`src/rtl/nand_seq.sv`:
```
module nand_seq #(
  parameter int STROBE     = 2,
  parameter int GAP        = 4,
  parameter int TIMEOUT    = 5000,
  parameter int PAGE_BYTES = 528
) (
  input  logic        clk,
  input  logic        rst_n,
  input  logic        start,
  input  logic [1:0]  op,
  input  logic [7:0]  col,
  input  logic [23:0] row,
  input  logic        four_cyc,
  input  logic [7:0]  wr_data,
  output logic        wr_take,
  output logic [7:0]  rd_data,
  output logic        rd_valid,
  output logic        done,
  output logic        err,
  output logic        nand_ce_n,
  output logic        nand_cle,
  output logic        nand_ale,
  output logic        nand_we_n,
  output logic        nand_re_n,
  output logic        nand_wp_n,
  output logic [7:0]  nand_dq_o,
  output logic        nand_dq_oe,
  input  logic [7:0]  nand_dq_i,
  input  logic        nand_rb
);
  localparam int SW = $clog2(STROBE + 1);
  localparam int TW = $clog2(TIMEOUT + 1);
  localparam int BW = $clog2(PAGE_BYTES + 1);

  typedef enum logic [2:0] {S_IDLE, S_CMD1, S_ADDR, S_WDAT, S_CMD2, S_WAIT, S_RDAT, S_DONE} st_t;

  st_t         st;
  logic [1:0]  op_q;
  logic        four_q, err_q, ph;
  logic [7:0]  col_q;
  logic [23:0] row_q;
  logic [BW-1:0] idx;
  logic [SW-1:0] pc;
  logic [TW-1:0] wc;

  wire is_rd = (op_q == 2'd0);
  wire is_er = (op_q == 2'd2);
  wire bus_st = (st == S_CMD1) || (st == S_ADDR) || (st == S_WDAT) || (st == S_CMD2) || (st == S_RDAT);
  wire ph_end = (pc == SW'(STROBE - 1));
  wire cyc_end = bus_st && ph && ph_end;
  wire [2:0] a_last = (is_er ? 3'd1 : 3'd2) + {2'b0, four_q};
  wire [1:0] rsel = is_er ? idx[1:0] : idx[1:0] - 2'd1;
  wire last_byte = (idx == BW'(PAGE_BYTES - 1));

  logic [7:0] abyte, rbyte;
  always_comb begin
    case (rsel)
      2'd0:    rbyte = row_q[7:0];
      2'd1:    rbyte = row_q[15:8];
      default: rbyte = row_q[23:16];
    endcase
    abyte = (!is_er && idx == '0) ? col_q : rbyte;
  end

  always_comb begin
    case (st)
      S_CMD1:  nand_dq_o = is_rd ? 8'h00 : (is_er ? 8'h60 : 8'h80);
      S_CMD2:  nand_dq_o = is_er ? 8'hD0 : 8'h10;
      S_ADDR:  nand_dq_o = abyte;
      S_WDAT:  nand_dq_o = wr_data;
      default: nand_dq_o = 8'h00;
    endcase
  end

  assign nand_ce_n  = (st == S_IDLE);
  assign nand_wp_n  = (st != S_IDLE);
  assign nand_cle   = (st == S_CMD1) || (st == S_CMD2);
  assign nand_ale   = (st == S_ADDR);
  assign nand_dq_oe = nand_cle || nand_ale || (st == S_WDAT);
  assign nand_we_n  = !(nand_dq_oe && !ph);
  assign nand_re_n  = !((st == S_RDAT) && !ph);
  assign wr_take    = (st == S_WDAT) && cyc_end;
  assign done       = (st == S_DONE);
  assign err        = done && err_q;

  always_ff @(posedge clk or negedge rst_n) begin
    if (!rst_n) begin
      st <= S_IDLE; op_q <= '0; four_q <= 1'b0; err_q <= 1'b0; ph <= 1'b0;
      col_q <= '0; row_q <= '0; idx <= '0; pc <= '0; wc <= '0;
      rd_data <= '0; rd_valid <= 1'b0;
    end else begin
      rd_valid <= 1'b0;
      if (bus_st) begin
        pc <= ph_end ? '0 : pc + 1'b1;
        if (ph_end) ph <= !ph;
      end
      if (st == S_RDAT && !ph && ph_end) begin
        rd_data <= nand_dq_i;
        rd_valid <= 1'b1;
      end
      case (st)
        S_IDLE: if (start && op != 2'd3) begin
          st <= S_CMD1; op_q <= op; four_q <= four_cyc; col_q <= col; row_q <= row;
          err_q <= 1'b0; idx <= '0; pc <= '0; ph <= 1'b0; wc <= '0;
        end
        S_CMD1: if (cyc_end) st <= S_ADDR;
        S_ADDR: if (cyc_end) begin
          if (idx == BW'(a_last)) begin
            idx <= '0;
            st <= is_rd ? S_WAIT : (is_er ? S_CMD2 : S_WDAT);
          end else idx <= idx + 1'b1;
        end
        S_WDAT: if (cyc_end) begin
          if (last_byte) st <= S_CMD2;
          else idx <= idx + 1'b1;
        end
        S_CMD2: if (cyc_end) st <= S_WAIT;
        S_WAIT: begin
          wc <= wc + 1'b1;
          if (wc >= TW'(GAP) && nand_rb) begin
            st <= is_rd ? S_RDAT : S_DONE;
            idx <= '0; pc <= '0; ph <= 1'b0;
          end else if (wc == TW'(TIMEOUT - 1)) begin
            err_q <= 1'b1;
            st <= S_DONE;
          end
        end
        S_RDAT: if (cyc_end) begin
          if (last_byte) st <= S_DONE;
          else idx <= idx + 1'b1;
        end
        default: st <= S_IDLE;
      endcase
    end
  end

  assert_latch_excl_R5: assert property (@(posedge clk) disable iff (!rst_n) !(nand_cle && nand_ale));
  assert_strobe_ce_R5: assert property (@(posedge clk) disable iff (!rst_n) (!nand_we_n || !nand_re_n) |-> !nand_ce_n);
  assert_oe_read_R7: assert property (@(posedge clk) disable iff (!rst_n) !nand_re_n |-> !nand_dq_oe);
  assert_err_done_R9: assert property (@(posedge clk) disable iff (!rst_n) err |-> done);
  assert_done_ready_R8: assert property (@(posedge clk) disable iff (!rst_n) (done && !err) |-> $past(nand_rb));
  assert_idle_after_done_R10: assert property (@(posedge clk) disable iff (!rst_n) done |=> nand_ce_n);
endmodule

```
`config.mk`:
```
export PLATFORM = sky130hd
export DESIGN_NAME = nand_seq
export DESIGN_NICKNAME = d
export VERILOG_FILES = /design/src/rtl/nand_seq.sv
export SDC_FILE = /design/constraint.sdc
export NUM_CORES = 1
export LEC_CHECK = 0
export BUFFER_PORTS_ARGS = -buffer_cell sky130_fd_sc_hd__buf_2
export CORE_ASPECT_RATIO = 1.1
export CORE_MARGIN = 5
export CORE_UTILIZATION = 50
export CTS_CLUSTER_SIZE = 10
export DETAILED_ROUTE_END_ITERATION = 8
export PLACE_DENSITY_LB_ADDON = 0.08
export RECOVER_POWER = 100
export SYNTH_ARGS = -nofsm -noshare
export SYNTH_HDL_FRONTEND = slang
export SYNTH_SLANG_ARGS = --single-unit
export TNS_END_PERCENT = 50
```
`constraint.sdc`:
```
create_clock -name clk -period 7.7 [get_ports clk]
set_input_delay 0.77 -clock clk [delete_from_list [all_inputs] [get_ports clk]]
set_output_delay 0.77 -clock clk [all_outputs]
set_load 0.02 [all_outputs]
```
Word-level counts from Yosys, hierarchy flattened. Cells that the tools add are included.

Word-level logic and storage cells: 128. Input port bits: 55. Output and inout port bits: 27. Register bits: 74.

Reduce and logical (&&, ||, !) cells: 34. Equal/unequal tests: 29. $add $sub $neg: 5. Mux-type cells: 47. Magnitude comparators: 1.

Operators by type and width (number): 10-bit 2-to-1 mux (6); 10-bit one-hot mux with 4 select lines (1); 3-bit 2-to-1 mux (13); 8-bit 2-to-1 mux (4); 8-bit one-hot mux with 4 select lines (1); 13-bit one-hot mux with 2 select lines (1); 2-bit inequality test (second input constant) (11); 3-bit one-hot mux with 7 select lines (1); 8-bit one-hot mux with 2 select lines (1); 13-bit by 1-bit adder with 13-bit output (second input constant) (1); 13-bit equality test (second input constant) (1); 13-bit by 3-bit greater-or-equal comparator with 1-bit output (second input constant) (1); 13-bit 2-to-1 mux (1); 3-bit equality test (second input constant) (4); 2-bit 2-to-1 mux (6); 10-bit by 1-bit adder with 10-bit output (second input constant) (1); 10-bit equality test (second input constant) (1); 10-bit by 3-bit equality test with 1-bit output (1); 1-bit logical AND (10); 10-bit logical NOT (1); 10-bit AND reduction (1); 1-bit 2-to-1 mux (9); 2-bit by 1-bit inequality test with 1-bit output (second input constant) (4); 1-bit logical OR (7); other kinds (20) (28).

Longest topological paths before layout. Gate-level depths: netlist of the first run.

Depth after elaboration: 9. Gate-level depth with buffers: 9.

Worst setup path after synthesis of the first run. Ideal clock, no wire load.

Path kind: register to output. Start point: register idx[1]. End point: output nand_dq_o[7]. Data arrival time: 2018 ps. Path slack: 4912 ps. Cell stages (with the launch flop): 8. Path through: dfrtp_1 -> inv_1 -> ha_1 -> nand2_1 -> clkbuf_1 -> a32oi_1 -> a31o_2 -> o21ai_0.

Longest elaborated chain between the ends: 6. Elaborated cells on any way between the ends: 9. Those cells by class: 1 x add/sub; 1 x eq/ne; 4 x mux; 3 x reduce/logical.

Ends and longest elaborated chain: start, declared (line 42) `logic [BW-1:0] idx;`; start signal, assigned (line 111) `end else idx <= idx + 1'b1;`; start signal, assigned (line 115) `else idx <= idx + 1'b1;`; start signal, assigned (line 130) `else idx <= idx + 1'b1;`; 2-bit by 1-bit subtractor with 2-bit output (line 52) `wire [1:0] rsel = is_er ? idx[1:0] : idx[1:0] - 2'd1;`; 2-bit 2-to-1 mux (line 52); 2-bit by 1-bit equality test with 1-bit output or 2-bit logical NOT (tied branches) (line 57) `case (rsel)`; 8-bit one-hot mux with 2 select lines (line 57); 8-bit 2-to-1 mux * (line 62) `abyte = (!is_er && idx == '0) ? col_q : rbyte;`; 8-bit one-hot mux with 4 select lines * (line 66) `case (st)`; end, declared (line 26) `output logic [7:0] nand_dq_o,`.

Mark *: on every way between the ends. The rest lies on a longest branch, timed or not.

==> results_dict.tcl, run 1 <==
set metrics [dict create \
    status "finished with violations" \
    violations "capacitance limit, slew limit" \
    drc 0 \
    cts_htree_levels 3 \
    whs_endpoint "err_q" \
    synth_cells 465 \
    yosys.area.top_type "dfrtp_1" \
    power_density_nw_per_um2 377 \
    synth-async-reset-ratio_pct 100 \
    postCtsSetupRepairBufs 0 \
    setup_tns_ps 0 \
    setup_violations 0 \
    ctsResizeCount 0 \
    wire_per_inst_um 15.7 \
    grt_max_degree 75 \
    required_ps 7270 \
    grt_overflow 0 \
    min_path_cells 2 \
    die_y_um 104 \
    register_area_um2 1850 \
    track_usage_pct 21.2 \
    die-area_um2 9970 \
    drv_cap 2 \
    hold_buffers 0 \
    min-delay-start "err_q" \
    vias 3601 \
    core_um2 7910 \
    crit_arrival_ps 3610 \
    synth_top_cell_area_share_pct 45.9 \
    ys_seq_elements 74 \
    ir_drop_mv 0.155 \
    clk_path_buf_depth 2 \
    cts_root_buf "clkbuf_8" \
    dp_hpwl_um 7140 \
    synth_enable_flop_cells 0 \
    grt_pass1_vias 3444 \
    yosys.cell_types.count 61 \
    io_pins 82 \
    path_max_fanout 74 \
    dr.pass1.iters 5 \
    rows 34 \
    dp_cells 631 \
    clkTransAtPathRegs_ps 80 \
    die_w_um 95.6 \
    grt_pass1_wl_um 16700 \
    rr_worst_depth 6 \
    stdcell_count 647 \
    worst_slack_ps 3660 \
    slew_viol_final 117 \
    start_util_pct 51.0 \
    path_buf_inv 2 \
    routed_wl_um 10200 \
    cp_cell_sequence "buf_2, clkbuf_1" \
    n_fill_cell 784 \
    clk_latency_ps 360 \
    area_growth_pct 14.8 \
    syn-num-nets 525 \
    syn-cell-area_um2 4030 \
    port_buffers 81 \
    drtAntennaViolNets 0 \
    antenna_cells 0 \
    worstMarginPinSlew_ps 3900 \
    critPathLaunchType "input pin" \
    cp_top_family "buffers and inverters" \
    dominantRegCellSynth "dfrtp_1" \
    ys_seq_area_share_pct 45.9 \
    layout_worst_path_cycle_share_pct 52.4 \
    endpoint_kind "async pin" \
    p_leak_nw 2.16 \
    gp_congestion 0.864 \
    crit_type "in -> async" \
    slowest_delay_ps 2740 \
    finClkSkew_ps 7.59 \
    pre_cts_ws_ps 4430 \
    synth_warnings 0 \
    slew_headroom_pct -160 \
    r2r-start "st[0]" \
    grt_setup_unrepaired "no" \
    multi_input_area_um2 2020 \
    layout_min_cycle_time_ps 4040 \
    hold_class "reg -> reg" \
    slowest_stage "clkbuf_1" \
    cts_tree "built" \
    rrSetupSlack_ps 3880 \
    syn_avg_cell_area_um2 8.67 \
    r2r_end "wc[9]" \
    ys_top_cells_by_area "dfrtp_1 (46%), nand2_1 (12%), mux2i_1 (3.0%), o21ai_0 (2.7%), nor2_1 (2.6%)" \
    drtIter0Drc 191 \
    fmax_ghz 0.248 \
    vias_per_cell 5.57 \
    nets 594 \
    hold_viol_final 0 \
    cts_inserted_buffers 9 \
    final_layout_size_suffix_gt1_share_pct 16.7 \
    antenna_found_initial 0 \
    clock-sinks 74 \
]
worst max path at each step:
stage,end,start,depth (start not counted)
final,row_q[22],rst_n,2
after global routing,idx[5],rst_n,2
after CTS,nand_dq_o[6],idx[5],6
after detailed placement,nand_dq_o[6],idx[5],6
after global placement,nand_dq_o[6],idx[5],6
after floorplan,nand_dq_o[7],idx[1],7
synth_stat cells (all sizes together) (4+ instances only):
cell and count:
nand2 128, dfrtp 74, nor2 29, o21ai 22
nand3 20, clkbuf 19, a21oi 14, inv 14
mux2i 12, o31ai 9, or3 9, mux2 8
nand2b 8, buf 6, nor3 6, a311oi 5
a32oi 5, and2 5, ha 5, nand4 5
o21a 5, o211ai 4, xor2 4
kinds of logic (layout without fill, tap and decap cells):
kind of cell	Yosys count	count (layout)	synth area share (%)
buf+inv	39	113	3.91
compound gates	96	96	17.0
fa+ha+maj	5	5	1.55
mux	20	20	5.21
simple gates	227	227	25.6
flops	74	74	45.9
xor+xnor	4	4	0.868
through the flow:
step                instance area (um2)  total power [W]  hold slack (ps)  util [%]
floorplan                          4030          0.00124              442         -
global placement                   4490          0.00145              462      56.7
detailed placement                 4490          0.00147              464      56.7
CTS                                4680          0.00178              484      59.1
global route                       4630          0.00189              506      58.5
finish                             4630          0.00175              480      58.5
registers in the layout (all words and copies together) (netlist names), 2 cells and up:
signal	count
col_q	8
st	3
op_q	2
pc	2
row_q	24
wc	13
idx	10
rd_data	8
placed cells by master (no fill, tap or decap), types with 3 or more instances in the layout:
cell,netlist,final
clkbuf_1,19,27
o21ai_0,22,22
o211ai_1,4,4
mux2_2,6,6
nor3_1,6,6
clkbuf_8,0,9
mux2i_1,12,12
nor2_1,28,29
xor2_1,4,4
clkinv_2,0,3
ha_1,5,5
nand2_1,127,127
nand2b_1,8,8
and3_1,3,3
inv_1,11,12
a21oi_1,14,14
buf_2,3,56
a31oi_1,3,3
o31ai_1,9,9
dfrtp_1,74,74
nand4_1,5,5
o21a_1,5,5
nand3_1,20,20
or3_1,8,8
a31o_2,3,3
a311oi_1,5,5
a211oi_1,3,3
and2_1,5,5
o22a_1,3,3
a32oi_1,5,5
worst register-to-register path, delay by kind of cell (launching register included):
kind | cells | cell delay, ps
simple gates | 3 | 1730
buf+inv | 1 | 960
flops | 1 | 660
compound gates | 2 | 360
metal layers:
layer	GRT usage [%]	up-vias	wire length (um)
li1	-	1767	-
met1	30.0	1732	4610
met2	32.1	94	4960
met3	4.85	8	527
met4	6.30	0	71
met5	0	-	0
area by class of cell:
| cell class | instances | share of cell area (%) |
|---|---|---|
| tap | 108 | 2.92 |
| inverter | 14 | 1.14 |
| sequential | 74 | 40.0 |
| multi-input combinational | 352 | 43.5 |
| timing repair buffer | 83 | 8.24 |
| clock inverter | 7 | 1.49 |
| clock buffer | 9 | 2.68 |
power by group:
group	internal (W)	switching (W)
clock network	0.000149	0.000157
logic	0.000281	0.000489
registers	0.000520	0.000150
total	0.000950	0.000796
Note: power is estimated with default switching activity, not from simulation.
==> run 2, diff against run 1 <==
- clock period: 7.7 -> 4 ns (I/O delays scaled with it)
==> run 2 against run 1 <==
- the flow still finishes with violations (capacitance limit, slew limit)
- clock power increased by 130%
- sequential power grew 91%
- cell area increased by 0.95%
- critical path type is now reg -> reg
==> results_dict.tcl, run 2 (synthesized netlist as in run 1, its figures left out) <==
set metrics [dict create \
    rows 34 \
    slew_headroom_pct -57.8 \
    rr_worst_depth 4 \
    p_leak_nw 2.19 \
    rrSetupSlack_ps 610 \
    clkTransAtPathRegs_ps 80 \
    nets 594 \
    setup_violations 0 \
    grt_pass1_wl_um 16900 \
    port_buffers 81 \
    area_growth_pct 15.8 \
    path_max_fanout 28 \
    finClkSkew_ps 6.82 \
    vias_per_cell 5.55 \
    grt_pass1_vias 3438 \
    core_um2 7910 \
    crit_path_end "pc[1]" \
    track_usage_pct 21.4 \
    vias 3588 \
    start_util_pct 51.0 \
    grt_setup_unrepaired "no" \
    setup_tns_ps 0 \
    grt_max_degree 42 \
    required_ps 4160 \
    postCtsSetupRepairBufs 0 \
    violations "capacitance limit, slew limit" \
    grt_overflow 0 \
    die_w_um 95.6 \
    antenna_cells 0 \
    worstMarginPinSlew_ps 2370 \
    whs_ps 235 \
    hold_class "in -> reg" \
    hold_viol_final 0 \
    status "finished with violations" \
    crit_type "reg -> reg" \
    wire_per_inst_um 16.0 \
    endpoint_kind "flop" \
    slew_viol_final 79 \
    clk_latency_ps 350 \
    io_pins 82 \
    hold_buffers 0 \
    critPathLaunchType "flop" \
    antenna_found_initial 0 \
    r2r_end "pc[1]" \
    n_fill_cell 752 \
    drtIter0Drc 174 \
    final_cell_mix "nand2_1 (128), dfrtp_1 (74), buf_2 (55), nor2_1 (29), clkbuf_1 (27)" \
    regMostFlops "row_q" \
    gp_congestion 0.889 \
    die_y_um 104 \
    drc 0 \
    power_density_nw_per_um2 747 \
    die-area_um2 9970 \
    slowest_stage "clkbuf_1" \
    routed_wl_um 10400 \
    r2r-start "st[0]" \
    final_layout_size_suffix_gt1_share_pct 16.2 \
    drv_cap 2 \
    layout_min_cycle_time_ps 3390 \
    ctsResizeCount 0 \
    cts_htree_levels 3 \
    drtAntennaViolNets 0 \
    cts_inserted_buffers 9 \
    clk_path_buf_depth 2 \
    crit_arrival_ps 3550 \
    layout_commonest_cell "nand2_1" \
    dr.pass1.iters 5 \
    reg.largest.list "row_q (24), wc (13), idx (10)" \
    layout_worst_path_cycle_share_pct 84.6 \
    dp_hpwl_um 7540 \
    cts_tree "built" \
    clock-sinks 74 \
    fmax_ghz 0.295 \
    ir_drop_mv 0.351 \
    largest_register_ffs 24 \
    slowest_delay_ps 920 \
    startpoint "st[0]" \
    cts_root_buf "clkbuf_8" \
    cp_cell_sequence "or3_2, nor2_1, clkbuf_1, a2111oi_0" \
]
==> run 2: cell types whose count changed in the layout (fill, tap and decap cells not counted) <==
| cell | delta |
|---|---|
| inv_1 | +1 |
| inv_2 | -1 |
| nand2_2 | -1 |
| clkinv_2 | -3 |
| nand2_1 | +1 |
| clkbuf_2 | +1 |
| bufinv_16 | +2 |
| clkinv_4 | +1 |
| buf_2 | -1 |
| clkinvlp_4 | -1 |
==> run 2: metrics by stage <==
stage	instances	setup WS, ps	power [W]	cell area, um2	util (%)
floorplan	465	1370	0.00239	4030	-
detailed placement	631	1130	0.00283	4490	56.7
finish	646	614	0.00349	4670	59.1
CTS	646	738	0.00355	4730	59.7
global placement	631	1130	0.00280	4490	56.7
global route	646	306	0.00374	4670	59.1
==> run 2: area by class of cell <==
cell class                      instances  area (um2)  area share [%]
Multi-Input combinational cell        352        2010            43.1
Tap cell                              108         135            2.89
Sequential cell                        74        1850            39.6
Inverter                               14        52.6            1.12
Clock buffer                            9         124            2.65
Clock inverter                          6         115            2.46
Timing Repair Buffer                   83         382            8.17
==> run 2: worst min-delay path by stage <==
| stage | startpoint | to | slack, ps | cells after the start |
|---|---|---|---|---|
| 2_1_floorplan | rst_n | col_q[0] | 100 | 0 |
| 3_3_place_gp | err_q | err_q | 460 | 2 |
| 5_1_grt | row[20] | row_q[20] | 230 | 3 |
| 6_report | row[20] | row_q[20] | 240 | 3 |
| 3_5_place_dp | row_q[12] | row_q[12] | 470 | 2 |
| 4_1_cts | rst_n | wc[7] | 170 | 1 |
==> run 2: where the power goes <==
part           leakage [nW]  total (W)  internal (W)  switching, W
combinational          1.12    0.00150      0.000541      0.000958
sequential            0.955    0.00128       0.00100      0.000284
clock                 0.116   0.000705      0.000414      0.000291
==> run 2: worst max-delay path, delay by kind of cell, from the launching register on <==
kind / cells / cell delay (ps)
AND/OR/NAND/NOR: 2 / 1440
buffers and inverters: 1 / 920
flip-flops: 1 / 660
AO/OA/AOI/OAI: 1 / 180
==> run 2: per-layer routing <==
metal	GRT usage, %	part of all wire (%)	vias up
met1	29.6	44	1697
li1	-	-	1767
met5	0	0	-
met2	34.4	49	112
met4	6.40	1.6	0
met3	3.40	5.0	12
==> run 3, diff against run 2 <==
- ABC_AREA: default -> 1
- clock period: 4 -> 3.5 ns (I/O delays scaled with it)
==> run 3 against run 2 <==
- the run still ends with capacitance limit, slew limit left
- via count rose by 12%
- largest cell class unchanged
- non-clock buffer count rose by 1
- critical endpoint is now nand_dq_o[4]
- critical path type is now reg -> out
- sequential share of layout area fell by 0.91 points
- synthesized area rose by 3.2%
- flip-flop and latch count did not move
- synthesized cell count rose by 27%
- cell area rose by 2.4%
- final cell count rose by 22%
- die area rose by 2.9%
- critical path depth rose by 7
- clock power rose by 6.0%
==> results_dict.tcl, run 3 <==
set metrics [dict create \
    ys_seq_area_share_pct 44.5 \
    p_int_w 0.00208 \
    hold_viol_final 0 \
    power.share.sequential_pct 34.8 \
    grt_setup_unrepaired "no" \
    p_leak_nw 2.56 \
    io_pins 82 \
    grt_pass1_wl_um 17900 \
    die-area_um2 10300 \
    yosys.cell_types.count 34 \
    start_util_pct 50.6 \
    synth_warnings 0 \
    vias 4018 \
    ir_drop_mv 0.305 \
    area_growth_pct 14.9 \
    drc 0 \
    finClkSkew_ps 10.0 \
    drtAntennaViolNets 0 \
    r2r-start "st[0]" \
    cp_top_family "simple AND/OR/NAND/NOR gates" \
    slew_viol_final 41 \
    final_layout_size_suffix_gt1_share_pct 12.7 \
    synth_enable_flop_cells 0 \
    die_y_um 106 \
    crit_arrival_ps 2680 \
    clk_path_buf_depth 2 \
    postCtsSetupRepairBufs 0 \
    syn_avg_cell_area_um2 7.03 \
    register_area_um2 1850 \
    crit_type "reg -> out" \
    dominantRegCellSynth "dfrtp_1" \
    final_cell_mix "nand2_1 (261), dfrtp_1 (74), buf_2 (57), inv_1 (51), nor2_1 (50)" \
    syn-num-nets 652 \
    whs_ps 183 \
    clkTransAtPathRegs_ps 80 \
    r2r_end "wc[7]" \
    clk_latency_ps 350 \
    grt_overflow 0 \
    layout_min_cycle_time_ps 3030 \
    endpoint_kind "output port" \
    worstMarginPinSlew_ps 2090 \
    pre_cts_ws_ps 1080 \
    utilization_pct 58.1 \
    rrSetupSlack_ps 720 \
    rows 35 \
    fmax_ghz 0.331 \
    core_um2 8230 \
    syn-cell-area_um2 4160 \
    cpMostUsedCell "nand2_1" \
    cts_htree_levels 3 \
    yosys.area.top_type "dfrtp_1" \
    clock-sinks 74 \
    ctsResizeCount 0 \
    synth_cells 592 \
    stdcell_count 788 \
    drtIter0Drc 196 \
    hold_class "in -> reg" \
    grt_pass1_vias 3752 \
    antenna_cells 0 \
    synth_top_cell_area_share_pct 44.5 \
    critPathLaunchType "flop" \
    min_path_cells 3 \
    routed_wl_um 11000 \
    synth-async-reset-ratio_pct 100 \
    port_buffers 81 \
    path_max_fanout 10 \
    slowest_delay_ps 470 \
    multi_input_area_um2 1970 \
    p_comb_share_pct 46.1 \
    wire_per_inst_um 13.9 \
    regMostFlops "row_q" \
    nets 732 \
    startpoint "idx[0]" \
    die_w_um 97.0 \
    p_clk_share_pct 19.1 \
    cts_root_buf "clkbuf_8" \
    ys_seq_elements 74 \
    path_buf_inv 3 \
    worst_slack_ps 475 \
    yosys.cell_count.top_type "nand2_1" \
    ys_top_cells_by_area "dfrtp_1 (44%), nand2_1 (23%), nand3_1 (4.4%), inv_1 (4.2%), nor2_1 (4.2%)" \
    n_fill_cell 847 \
    drv_cap 1 \
    rr_worst_depth 7 \
    dp_hpwl_um 8150 \
    antenna_found_initial 0 \
    synthTopCellsByCount "nand2_1 (260), dfrtp_1 (74), inv_1 (47), nor2_1 (47), nand3_1 (37)" \
    setup_tns_ps 0 \
    cts_tree "built" \
    gp_congestion 0.869 \
    slew_headroom_pct -39.4 \
    dr.pass1.iters 5 \
    hold_buffers 0 \
    setup_violations 0 \
    reg.largest.list "row_q (24), wc (13), idx (10)" \
    largest_register_ffs 24 \
    layout_worst_path_cycle_share_pct 86.4 \
    p_sw_share_pct 46.7 \
    violations "capacitance limit, slew limit" \
    grt_max_degree 44 \
    status "finished with violations" \
    cp_cell_sequence "inv_1, ha_1, inv_1, nand2_1, o21ai_1, nor2_1, nand2_1, nand2_1, nor2_1, o21bai_1, clkbuf_1" \
    whs_endpoint "rd_data[3]" \
    vias_per_cell 5.10 \
    slowest_stage "nor2_1" \
    required_ps 3150 \
    p_sw_w 0.00182 \
    cts_inserted_buffers 9 \
    track_usage_pct 21.6 \
    dp_cells 772 \
    min-delay-start "nand_dq_i[3]" \
    path_depth 11 \
    power_density_nw_per_um2 816 \
    layout_commonest_cell "nand2_1" \
]
run 3: cell types whose count changed after synthesis, sizes merged, moves of 12 or more:
cell and delta:
clkbuf -16, nand3 +18, nand2 +138, nor2 +23, mux2i -12, inv +41
run 3: routing by layer:
| metal | GRT usage, % | part of all wire [%] | vias to the layer above |
|---|---|---|---|
| li1 | - | - | 2030 |
| met1 | 28.0 | 44 | 1859 |
| met2 | 36.7 | 49 | 117 |
| met3 | 4.24 | 5.7 | 12 |
| met4 | 6.22 | 1.3 | 0 |
| met5 | 0 | 0 | - |
run 3: power by group through the flow:
stage | combinational, W | clock [W] | sequential [W]
after floorplan | 0.00135 | 0 | 0.00136
after global placement | 0.00183 | 0 | 0.00138
after detailed placement | 0.00188 | 0 | 0.00138
after CTS | 0.00190 | 0.000751 | 0.00137
after global routing | 0.00204 | 0.000796 | 0.00139
final | 0.00180 | 0.000747 | 0.00136
run 3: final cells by class:
type | count | share of cell area, %
clock buffers | 10 | 2.67
flip-flops and latches | 74 | 38.7
well taps | 111 | 2.90
inverters | 56 | 4.39
multi-input cells | 447 | 41.2
clock inverters | 6 | 1.88
repair buffers | 84 | 8.27
run 3: through the flow:
stage          area (um2)  total power [W]
3_3_place_gp         4670          0.00321
3_5_place_dp         4670          0.00326
6_report             4780          0.00390
5_1_grt              4780          0.00423
4_1_cts              4890          0.00402
2_1_floorplan        4160          0.00270
run 3: kinds of logic (layout without fill, tap and decap cells):
kind of cell             after synthesis  in the layout  synth area share (%)
flip-flops                            74             74                  44.5
XOR/XNOR                               7              7                  1.47
AO/OA/AOI/OAI                         55             55                  7.24
AND/OR/NAND/NOR                      380            380                  38.6
buffers and inverters                 71            156                  6.73
adder cells (fa/ha/maj)                5              5                  1.50
run 3: worst max-delay path by stage:
stage,endpoint,slack [ps]
after floorplan,nand_dq_o[4],1310
after global placement,nand_dq_o[4],1200
after detailed placement,nand_dq_o[5],1080
after CTS,nand_dq_o[5],680
after global routing,nand_dq_o[5],230
final,nand_dq_o[4],470
run 3: tightest hold or removal path: cells and delay by family:
kind / cells / cell delay, ps
buffers and inverters: 1 / 70
and+or+nand+nor: 2 / 80
